`src/rtl/mw_pkg.sv`:
```
package mw_pkg;

  typedef enum logic [2:0] {
    CMD_READ    = 3'd0,
    CMD_STORE   = 3'd1,
    CMD_CLEAR   = 3'd2,
    CMD_WREN    = 3'd3,
    CMD_WRDIS   = 3'd4,
    CMD_CLRALL  = 3'd5,
    CMD_FILLALL = 3'd6
  } mw_cmd_e;

  typedef enum logic [2:0] {
    ST_IDLE,
    ST_SEND,
    ST_READ,
    ST_GAP,
    ST_POLL,
    ST_REL,
    ST_END
  } mw_state_e;

endpackage

```
`src/rtl/mw_bit_timer.sv`:
```
// Serial bit period generator: low half, then high half, each HALF cycles.
module mw_bit_timer #(
  parameter int HALF = 2
) (
  input  logic clk,
  input  logic rst_n,
  input  logic run,
  output logic sk_phase,
  output logic pre_rise,
  output logic bit_end
);
  localparam int PER = 2 * HALF;
  localparam int TW  = (PER > 2) ? $clog2(PER) : 1;

  logic [TW-1:0] tcnt_q, tcnt_d;

  always_comb begin
    bit_end  = run && (tcnt_q == TW'(PER - 1));
    pre_rise = run && (tcnt_q == TW'(HALF - 1));
    sk_phase = run && (tcnt_q >= TW'(HALF));
    if (!run || bit_end) tcnt_d = '0;
    else                 tcnt_d = tcnt_q + TW'(1);
  end

  always_ff @(posedge clk or negedge rst_n) begin
    if (!rst_n) tcnt_q <= '0;
    else        tcnt_q <= tcnt_d;
  end

  AST_SK_EDGE: assert property (@(posedge clk) disable iff (!rst_n)
    $rose(sk_phase) |-> $past(pre_rise));

endmodule

```
`src/rtl/mw_frame.sv`:
```
// Builds the left-aligned instruction frame and its length.
module mw_frame
  import mw_pkg::*;
#(
  parameter int AW = 8,
  parameter int DW = 16,
  parameter int FW = 3 + AW + DW,
  parameter int CW = 5
) (
  input  mw_cmd_e         cmd,
  input  logic [AW-1:0]   addr,
  input  logic [DW-1:0]   wdata,
  output logic [FW-1:0]   frame,
  output logic [CW-1:0]   nbits,
  output logic            is_read,
  output logic            is_mod
);
  logic [1:0]    op;
  logic [AW-1:0] af;
  logic [DW-1:0] dat;

  always_comb begin
    op      = 2'b00;
    af      = addr;
    dat     = '0;
    is_read = 1'b0;
    is_mod  = 1'b0;
    case (cmd)
      CMD_READ:    begin op = 2'b10; is_read = 1'b1; end
      CMD_STORE:   begin op = 2'b01; dat = wdata; is_mod = 1'b1; end
      CMD_CLEAR:   begin op = 2'b11; is_mod = 1'b1; end
      CMD_WREN:    af = {2'b11, {(AW-2){1'b0}}};
      CMD_CLRALL:  begin af = {2'b10, {(AW-2){1'b0}}}; is_mod = 1'b1; end
      CMD_FILLALL: begin af = {2'b01, {(AW-2){1'b0}}}; dat = wdata; is_mod = 1'b1; end
      default:     af = '0;
    endcase
    frame = {1'b1, op, af, dat};
    if (cmd == CMD_STORE || cmd == CMD_FILLALL) nbits = CW'(FW);
    else                                        nbits = CW'(FW - DW);
  end

endmodule

```
`src/rtl/mwire_host.sv`:
```
module mwire_host
  import mw_pkg::*;
#(
  parameter bit WORD16   = 1'b1,
  parameter int HALF     = 2,
  parameter int POLL_MAX = 4096,
  localparam int DW      = WORD16 ? 16 : 8,
  localparam int AW      = WORD16 ? 8 : 9
) (
  input  logic          clk,
  input  logic          rst_n,
  input  logic          req_start,
  input  logic [2:0]    req_cmd,
  input  logic [AW-1:0] req_addr,
  input  logic [DW-1:0] req_wdata,
  output logic          req_ready,
  output logic          rsp_done,
  output logic [DW-1:0] rsp_rdata,
  output logic          rsp_timeout,
  output logic          mw_cs,
  output logic          mw_sk,
  output logic          mw_di,
  input  logic          mw_do
);
  localparam int FW = 3 + AW + DW;
  localparam int CW = $clog2(FW + 1);
  localparam int PW = $clog2(POLL_MAX + 1);
  localparam int RW = DW + 1;

  mw_state_e     state_q, state_d;
  logic [FW-1:0] sr_q, sr_d;
  logic [CW-1:0] cnt_q, cnt_d;
  logic [PW-1:0] poll_q, poll_d;
  logic [RW-1:0] rd_q, rd_d;
  logic          rdk_q, rdk_d, mod_q, mod_d, to_q, to_d, done_q, done_d;

  logic [FW-1:0] fr_bits;
  logic [CW-1:0] fr_len;
  logic          fr_rd, fr_mod;
  logic          run, sk_phase, pre_rise, bit_end;

  mw_frame #(.AW(AW), .DW(DW), .FW(FW), .CW(CW)) u_frame (
    .cmd     (mw_cmd_e'(req_cmd)),
    .addr    (req_addr),
    .wdata   (req_wdata),
    .frame   (fr_bits),
    .nbits   (fr_len),
    .is_read (fr_rd),
    .is_mod  (fr_mod)
  );

  assign run = (state_q != ST_IDLE) && (state_q != ST_POLL);

  mw_bit_timer #(.HALF(HALF)) u_timer (
    .clk      (clk),
    .rst_n    (rst_n),
    .run      (run),
    .sk_phase (sk_phase),
    .pre_rise (pre_rise),
    .bit_end  (bit_end)
  );

  always_comb begin
    state_d = state_q;
    sr_d    = sr_q;
    cnt_d   = cnt_q;
    poll_d  = poll_q;
    rd_d    = rd_q;
    rdk_d   = rdk_q;
    mod_d   = mod_q;
    to_d    = to_q;
    done_d  = 1'b0;
    unique case (state_q)
      ST_IDLE: if (req_start) begin
        state_d = ST_SEND;
        sr_d    = fr_bits;
        cnt_d   = fr_len - CW'(1);
        rdk_d   = fr_rd;
        mod_d   = fr_mod;
        to_d    = 1'b0;
      end
      ST_SEND: if (bit_end) begin
        sr_d = {sr_q[FW-2:0], 1'b0};
        if (cnt_q == '0) begin
          if (rdk_q) begin
            state_d = ST_READ;
            cnt_d   = CW'(DW);
          end else if (mod_q) begin
            state_d = ST_GAP;
          end else begin
            state_d = ST_END;
          end
        end else begin
          cnt_d = cnt_q - CW'(1);
        end
      end
      ST_READ: begin
        if (pre_rise) rd_d = {rd_q[DW-1:0], mw_do};
        if (bit_end) begin
          if (cnt_q == '0) state_d = ST_END;
          else             cnt_d   = cnt_q - CW'(1);
        end
      end
      ST_GAP: if (bit_end) begin
        state_d = ST_POLL;
        poll_d  = '0;
      end
      ST_POLL: begin
        if (mw_do) begin
          state_d = ST_REL;
        end else if (poll_q == PW'(POLL_MAX - 1)) begin
          state_d = ST_END;
          to_d    = 1'b1;
        end else begin
          poll_d = poll_q + PW'(1);
        end
      end
      ST_REL: if (bit_end) state_d = ST_END;
      ST_END: if (bit_end) begin
        state_d = ST_IDLE;
        done_d  = 1'b1;
      end
      default: state_d = ST_IDLE;
    endcase
  end

  always_ff @(posedge clk or negedge rst_n) begin
    if (!rst_n) begin
      state_q <= ST_IDLE;
      sr_q    <= '0;
      cnt_q   <= '0;
      poll_q  <= '0;
      rd_q    <= '0;
      rdk_q   <= 1'b0;
      mod_q   <= 1'b0;
      to_q    <= 1'b0;
      done_q  <= 1'b0;
    end else begin
      state_q <= state_d;
      sr_q    <= sr_d;
      cnt_q   <= cnt_d;
      poll_q  <= poll_d;
      rd_q    <= rd_d;
      rdk_q   <= rdk_d;
      mod_q   <= mod_d;
      to_q    <= to_d;
      done_q  <= done_d;
    end
  end

  assign req_ready   = (state_q == ST_IDLE);
  assign rsp_done    = done_q;
  assign rsp_timeout = to_q;
  assign rsp_rdata   = rd_q[DW-1:0];
  assign mw_cs       = (state_q == ST_SEND) || (state_q == ST_READ) ||
                       (state_q == ST_POLL) || (state_q == ST_REL);
  assign mw_sk       = sk_phase && ((state_q == ST_SEND) || (state_q == ST_READ) ||
                                    (state_q == ST_REL));
  assign mw_di       = (state_q == ST_SEND) ? sr_q[FW-1] : (state_q == ST_REL);

  AST_DI_STABLE: assert property (@(posedge clk) disable iff (!rst_n)
    (mw_sk && $past(mw_sk)) |-> $stable(mw_di));
  AST_SK_IDLE: assert property (@(posedge clk) disable iff (!rst_n)
    !mw_cs |-> !mw_sk);
  AST_CS_GAP: assert property (@(posedge clk) disable iff (!rst_n)
    $fell(mw_cs) |=> !mw_cs);
  AST_DONE_PULSE: assert property (@(posedge clk) disable iff (!rst_n)
    rsp_done |=> !rsp_done);
  AST_ACCEPT: assert property (@(posedge clk) disable iff (!rst_n)
    (req_ready && req_start) |=> !req_ready);
  AST_RELEASE: assert property (@(posedge clk) disable iff (!rst_n)
    (state_q == ST_POLL && mw_do) |=> (mw_cs && mw_di));
  AST_TIMEOUT_DESEL: assert property (@(posedge clk) disable iff (!rst_n)
    $rose(rsp_timeout) |-> !mw_cs);

endmodule

```
`config.mk`:
```
export PLATFORM = sky130hd
export DESIGN_NAME = mwire_host
export DESIGN_NICKNAME = d
export VERILOG_FILES = /design/src/rtl/mw_pkg.sv /design/src/rtl/mw_bit_timer.sv /design/src/rtl/mw_frame.sv /design/src/rtl/mwire_host.sv
export SDC_FILE = /design/constraint.sdc
export NUM_CORES = 1
export LEC_CHECK = 0
export ABC_AREA = 1
export BUFFER_PORTS_ARGS = -buffer_cell sky130_fd_sc_hd__buf_2
export CORE_MARGIN = 5
export CORE_UTILIZATION = 46
export CTS_CLUSTER_DIAMETER = 150
export DETAILED_ROUTE_END_ITERATION = 10
export GPL_TIMING_DRIVEN = 0
export PLACE_DENSITY_LB_ADDON = 0.08
export SETUP_SLACK_MARGIN = 0.2
export SLEW_MARGIN = 20
export SYNTH_ARGS = -nofsm -noshare
export SYNTH_HDL_FRONTEND = slang
export SYNTH_HIERARCHICAL = 1
export SYNTH_SLANG_ARGS = --single-unit
```
`constraint.sdc`:
```
create_clock -name clk -period 4.1 [get_ports clk]
set_clock_uncertainty 0.15 [all_clocks]
set_input_delay 0.82 -clock clk [delete_from_list [all_inputs] [get_ports clk]]
set_output_delay 0.82 -clock clk [all_outputs]
set_load 0.01 [all_outputs]
```
==> results of run 1 <==
[synth_stat cells]
library cell and instances:
o22ai_1 1, or2_2 1, inv_2 10, conb_1 2
mux2_1 10, nand2_2 7, o21ai_0 5, ha_1 5
or2_1 1, nand3b_1 5, buf_2 10, a21boi_0 1
o21ai_1 39, inv_1 88, o21ai_2 1, nand2_4 2
o211ai_1 26, dfrtp_1 70, mux2_4 3, xor2_1 9
nor2_2 4, nand3_1 30, buf_4 6, clkbuf_1 2
a21oi_1 5, nand4_1 9, nor2_1 47, nor3_1 2
buf_6 2, nand2_1 131
[report_power, final]
part / internal [mW] / switching [mW] / total [mW]
clock network: 0.312 / 0.260 / 0.571
registers: 0.896 / 0.0999 / 0.996
logic: 0.395 / 0.775 / 1.17
total: 1.60 / 1.13 / 2.74
[sequential cells by signal, summed over array words and instances (netlist names)]
signal and count:
rd_q 16, cnt_q 5, state_q 3, rdk_q 1
u_timer/tcnt_q 2, sr_q 27, poll_q 13, rsp_done 1
mod_q 1, rsp_timeout 1
[worst paths after layout]
kind | end | cells past startpoint
worst max-delay path | mw_di | 5
min in group clk | u_timer/tcnt_q[0] | 1
worst min register to register | u_timer/tcnt_q[0] | 1
max in group asynchronous | sr_q[6] | 2
worst min-delay path | rd_q[10] | 1
worst max register to register | cnt_q[3] | 11
[cell type report]
type,instances,area share
Clock buffer,12,0.0332
Timing Repair Buffer,53,0.0606
Inverter,98,0.0788
Sequential cell,70,0.375
Multi-Input combinational cell,349,0.387
Tap cell,108,0.0289
Buffer,20,0.0268
Clock inverter,3,0.00938
[cells by family (layout without fill, tap and decap cells)]
family / Yosys count / in the layout
AND/OR/NAND/NOR: 239 / 239
other: 2 / 5
buffers and inverters: 118 / 186
adder cells (fa/ha/maj): 5 / 5
multiplexers: 13 / 13
AO/OA/AOI/OAI: 78 / 78
flip-flops: 70 / 70
XOR/XNOR: 9 / 9
[layer usage]
| metal | share of wire | wire length [um] | up-vias |
|---|---|---|---|
| met5 | 0 | 0 | - |
| met4 | 0.017 | 146 | 0 |
| met3 | 0.049 | 420 | 12 |
| met2 | 0.48 | 4150 | 69 |
| met1 | 0.45 | 3910 | 1615 |
| li1 | - | - | 1809 |
[through the flow]
| stage | cell area, um2 | utilization | hold slack [ns] | total power, mW | setup WS [ns] |
|---|---|---|---|---|---|
| after floorplan | 4050 | - | 0.285 | 1.87 | 2.13 |
| after global placement | 4450 | 0.515 | 0.304 | 2.16 | 1.62 |
| after detailed placement | 4470 | 0.518 | 0.311 | 2.19 | 1.94 |
| after CTS | 4670 | 0.541 | 0.254 | 2.77 | 1.55 |
| after global routing | 4670 | 0.541 | 0.272 | 3.00 | 1.49 |
| final | 4670 | 0.541 | 0.249 | 2.74 | 1.56 |
==> results.cfg, run 1 <==
[timing]
fin_tns_setup_ns = 0
hold_violations = 0
slew_headroom = 0.580
timing.fmax_mhz = 394
timing.final.max_slew_violations = 0
period_minus_slack_ns = 2.54
setup_viol = 0
tightestPinTransition_ns = 0.627
rsz0062_at_grt = false
fin_crit_sh = 0.619

[synth]
synth_fa_ha_area_frac = 0.0155
synthTopCellsByArea = dfrtp_1 (43%), nand2_1 (12%), inv_1 (8.2%)
ys_warn_count = 6
synth-xor-area-share = 0.0195
ys_seq_elements = 70
yosys.area.top_type_share = 0.434
synth_simple_gate_area_share = 0.254
synth_compound_area_frac = 0.115
synthMuxAreaShare = 0.0390
synth_top_family_by_area = simple AND/OR/NAND/NOR gates
synth_largest_area_cell = dfrtp_1
synth.distinct_cells = 30
synth_area_mm2 = 0.00404
syn_area_per_cell_um2 = 7.57
synth-seq-area-share = 0.434
synth_cells = 534

[worst_setup_path]
critical_path.startpoint = state_q[2]
path_class = reg2out
crit-reg2reg-launch = state_q[1]
r2r_slack_ns = 1.93
critPathBufInv = 2
crit_required_ns = 3.13
cpMostUsedCell = buf_2
crit_family = flip-flops
endpoint_kind = output pin
worstPathArrival_ns = 1.57
crit_chain = buf_2, nor2_2, nand2_2, o22ai_1, buf_2
crit_slowest_cell = dfrtp_1
critPathMaxFanout = 9
start_kind = flop
max_stage_delay_ns = 0.36

[detailed_routing]
drt_wl_total_um = 8620
drc_errors = 0
drt_iter0_markers = 178
wl_per_cell_um = 12.1
ant_nets = 0
via_per_inst = 4.92
drt_pass1_iterations = 5
vias = 3505

[run_status]
outcome = finished, final reports clean

[cts]
clk_pin_slew_ns = 0.08
cts_buffers = 9
cts_tree = yes
cts.sinks = 70
cts_setup_buffers = 0
ctsResizeCount = 0
cts_max_level = 3
root_buffer = clkbuf_8
insertion_delay_ns = 0.34
cts_hold_buf = 0
clock_path_buffers = 2

[placed_design]
hpwl_um = 6400
gp_congestion = 0.875
portBuffers = 52
place_inst = 698

[global_routing]
track_usage = 0.164
antenna_found_initial = 0
grt_util_met3 = 0.0367
first_global_vias = 3343
use_met1 = 0.209
grt_max_degree = 42
busiest_layer = met2
grt_overflow = 0
grt_pass1_wl_um = 15100
met2_usage = 0.275

[die]
ioPinCount = 53
row_count = 34
die_x_um = 104
dieArea_mm2 = 0.0108
placeableCoreArea_mm2 = 0.00864
start_util = 0.468
die_h_um = 104

[final_layout]
multi_input_area_mm2 = 0.00181
synthToLayoutAreaGrowth_pct = 15.5
finalNonFillerCells = 713
layout_common_cells = nand2_1 (131), inv_1 (88), dfrtp_1 (70)
fin_nets = 637
diodes = 0
final_common_cell = nand2_1
area.sequential_mm2 = 0.00175
drive_gt1_frac = 0.187
fill_cells = 879

[worst_hold_path]
hold_class = in2async

[flow_run]
maxCapViolations = 0

[power]
powerDensity_mw_per_mm2 = 586
ir_worst_vdd_mv = 0.211
leakage_nw = 2.56
(Power assumes the default switching activity.)
==> run 2: changes to the inputs <==
--- a/config.mk
+++ b/config.mk
@@ -5,7 +5,7 @@
 export SDC_FILE = /design/constraint.sdc
 export NUM_CORES = 1
 export LEC_CHECK = 0
-export ABC_AREA = 1
+export ABC_AREA = 0
 export BUFFER_PORTS_ARGS = -buffer_cell sky130_fd_sc_hd__buf_2
 export CORE_MARGIN = 5
 export CORE_UTILIZATION = 46
==> constraint.sdc (replaced) <==
create_clock -name clk -period 2.4 [get_ports clk]
set_clock_uncertainty 0.15 [all_clocks]
set_input_delay 0.48 -clock clk [delete_from_list [all_inputs] [get_ports clk]]
set_output_delay 0.48 -clock clk [all_outputs]
set_load 0.01 [all_outputs]
==> results.cfg, run 2 <==
[run_status]
outcome = finished, final reports clean

[die]
placeableCoreArea_mm2 = 0.00830
die_h_um = 103
start_util = 0.476
dieArea_mm2 = 0.0105
die_x_um = 103
row_count = 33
ioPinCount = 53

[worst_setup_path]
path_class = reg2reg
endpoint_kind = flop
crit_required_ns = 2.53
critPathMaxFanout = 6
worstPathArrival_ns = 2.47
start_kind = flop

[synth]
synthArstFlopShare = 1.00
yosysMostFrequentCell = dfrtp_1
synth-seq-area-share = 0.444
synth_largest_area_cell = dfrtp_1
ys_warn_count = 6
syn_area_per_cell_um2 = 10.1
synthTopCellsByArea = dfrtp_1 (44%), mux2i_1 (7.4%), mux2_2 (6.0%)
synth_ff_type = dfrtp_1
synth_cells = 389
synth.distinct_cells = 57
synth_edf_count = 0
synth_area_mm2 = 0.00395
ys_seq_elements = 70
synth_common_cells = dfrtp_1 (70), nand2_1 (36), o21ai_0 (32)
yosys.area.top_type_share = 0.444

[timing]
rsz0062_at_grt = true
timing.fmax_mhz = 427
fin_tns_setup_ns = 0
whs_ns = 0.237
fin_crit_sh = 0.976
setup_viol = 0
hold_violations = 0
period_minus_slack_ns = 2.34
fin_ws_ns = 0.0572
tightestPinTransition_ns = 0.507
timing.final.max_slew_violations = 0
slew_headroom = 0.661

[detailed_routing]
drc_errors = 0
vias = 3233
drt_iter0_markers = 73
ant_nets = 0
wl_per_cell_um = 15.9
via_per_inst = 5.49
drt_pass1_iterations = 4
drt_wl_total_um = 9340

[final_layout]
largest-register = sr_q
area.sequential_mm2 = 0.00175
largest_register_ffs = 27
final_common_cell = dfrtp_1
finalNonFillerCells = 589
synthToLayoutAreaGrowth_pct = 33.4
top_regs = sr_q: 27 flops, rd_q: 16 flops, poll_q: 13 flops
diodes = 0
layout_common_cells = dfrtp_1 (70), buf_2 (48), nand2_1 (36)
multi_input_area_mm2 = 0.00226
fin_nets = 515
fill_cells = 684
drive_gt1_frac = 0.411

[placed_design]
portBuffers = 49
place_inst = 547
gp_congestion = 0.824
dp_slack_ns = -0.248
hpwl_um = 6010

[cts]
root_buffer = clkbuf_8
insertion_delay_ns = 0.35
clk_pin_slew_ns = 0.08
clock_path_buffers = 2
cts_max_level = 3
cts_buffers = 9
cts_tree = yes
cts.sinks = 70

[power]
powerDensity_mw_per_mm2 = 1080
power.total_mw = 5.67
ir_worst_vdd_mv = 0.451
leakage_nw = 2.38

[global_routing]
antenna_found_initial = 0
grt_max_degree = 43
first_global_vias = 3247
track_usage = 0.178
grt_pass1_wl_um = 15100
grt_overflow = 0

[worst_hold_path]
hold_class = in2reg

[flow_run]
maxCapViolations = 0
run 2: cell count changes in the layout (fill, tap and decap cells not counted), sizes merged, moves of 26 or more:
cell / delta
inv: -82
nor2: -41
nand2: -104
mux2i: +29
o211ai: -26
buf: +26
run 2: final timing paths:
path,startpoint,endpoint,slack [ns],depth (start not counted)
max in group asynchronous,rst_n,sr_q[11],1.11,3
hold reg to reg,sr_q[21],sr_q[21],0.33,2
setup / recovery,state_q[1],poll_q[6],0.06,9
min in group asynchronous,rst_n,poll_q[9],0.45,2
hold / removal,req_start,rsp_timeout,0.24,2
setup reg to reg,state_q[1],poll_q[6],0.06,9
run 2: layer usage:
layer	vias to the layer above	share of wire	track usage
met3	9	0.046	0.0352
li1	1572	-	-
met2	74	0.50	0.293
met1	1578	0.44	0.236
met4	0	0.010	0.0565
met5	-	0	0
run 2: critical path, stage by stage, from the launching register on:
cell and delay (ns):
dfrtp_1 0.36, buf_6 0.13, clkbuf_16 0.12, or2_4 0.13, and2_4 0.18, nand4b_1 0.18
buf_4 0.20, a21o_4 0.21, or4_4 0.48, a21oi_2 0.13
run 2: what timing repair did:
action                                  in CTS  in global routing
pin swaps                                    9                 13
hold buffers                                 1                  0
endpoints found under the hold margin       28                  0
setup buffers                               12                 12
gates cloned                                 0                  1
resized for setup                           50                 62
endpoints found under the setup margin      60                 61
run 2: layout make-up:
type / count / area share
Timing Repair Buffer: 76 / 0.0950
Tap cell: 105 / 0.0249
Clock buffer: 9 / 0.0235
Sequential cell: 70 / 0.333
Inverter: 15 / 0.0107
Buffer: 29 / 0.0615
Clock inverter: 7 / 0.0230
Multi-Input combinational cell: 278 / 0.429
run 2: kinds of logic (layout without fill, tap and decap cells):
| group | count (synthesis) | in the layout | synth area share |
|---|---|---|---|
| simple gates | 111 | 111 | 0.159 |
| xor+xnor | 8 | 8 | 0.0178 |
| fa+ha+maj | 5 | 5 | 0.0158 |
| flops | 70 | 70 | 0.444 |
| mux | 50 | 50 | 0.133 |
| buf+inv | 44 | 136 | 0.0593 |
| compound gates | 99 | 99 | 0.169 |
| other cells | 2 | 5 | 0.00190 |
run 2: per-stage QoR:
stage,utilization,area [um2]
global placement,0.526,4370
detailed placement,0.530,4400
floorplan,-,3990
finish,0.635,5270
CTS,0.594,4930
global route,0.635,5270
run 2: where the power goes:
part / leakage (nW) / internal, mW / switching [mW]
combinational: 1.35 / 1.34 / 1.30
clock: 0.124 / 0.696 / 0.491
sequential: 0.906 / 1.55 / 0.307
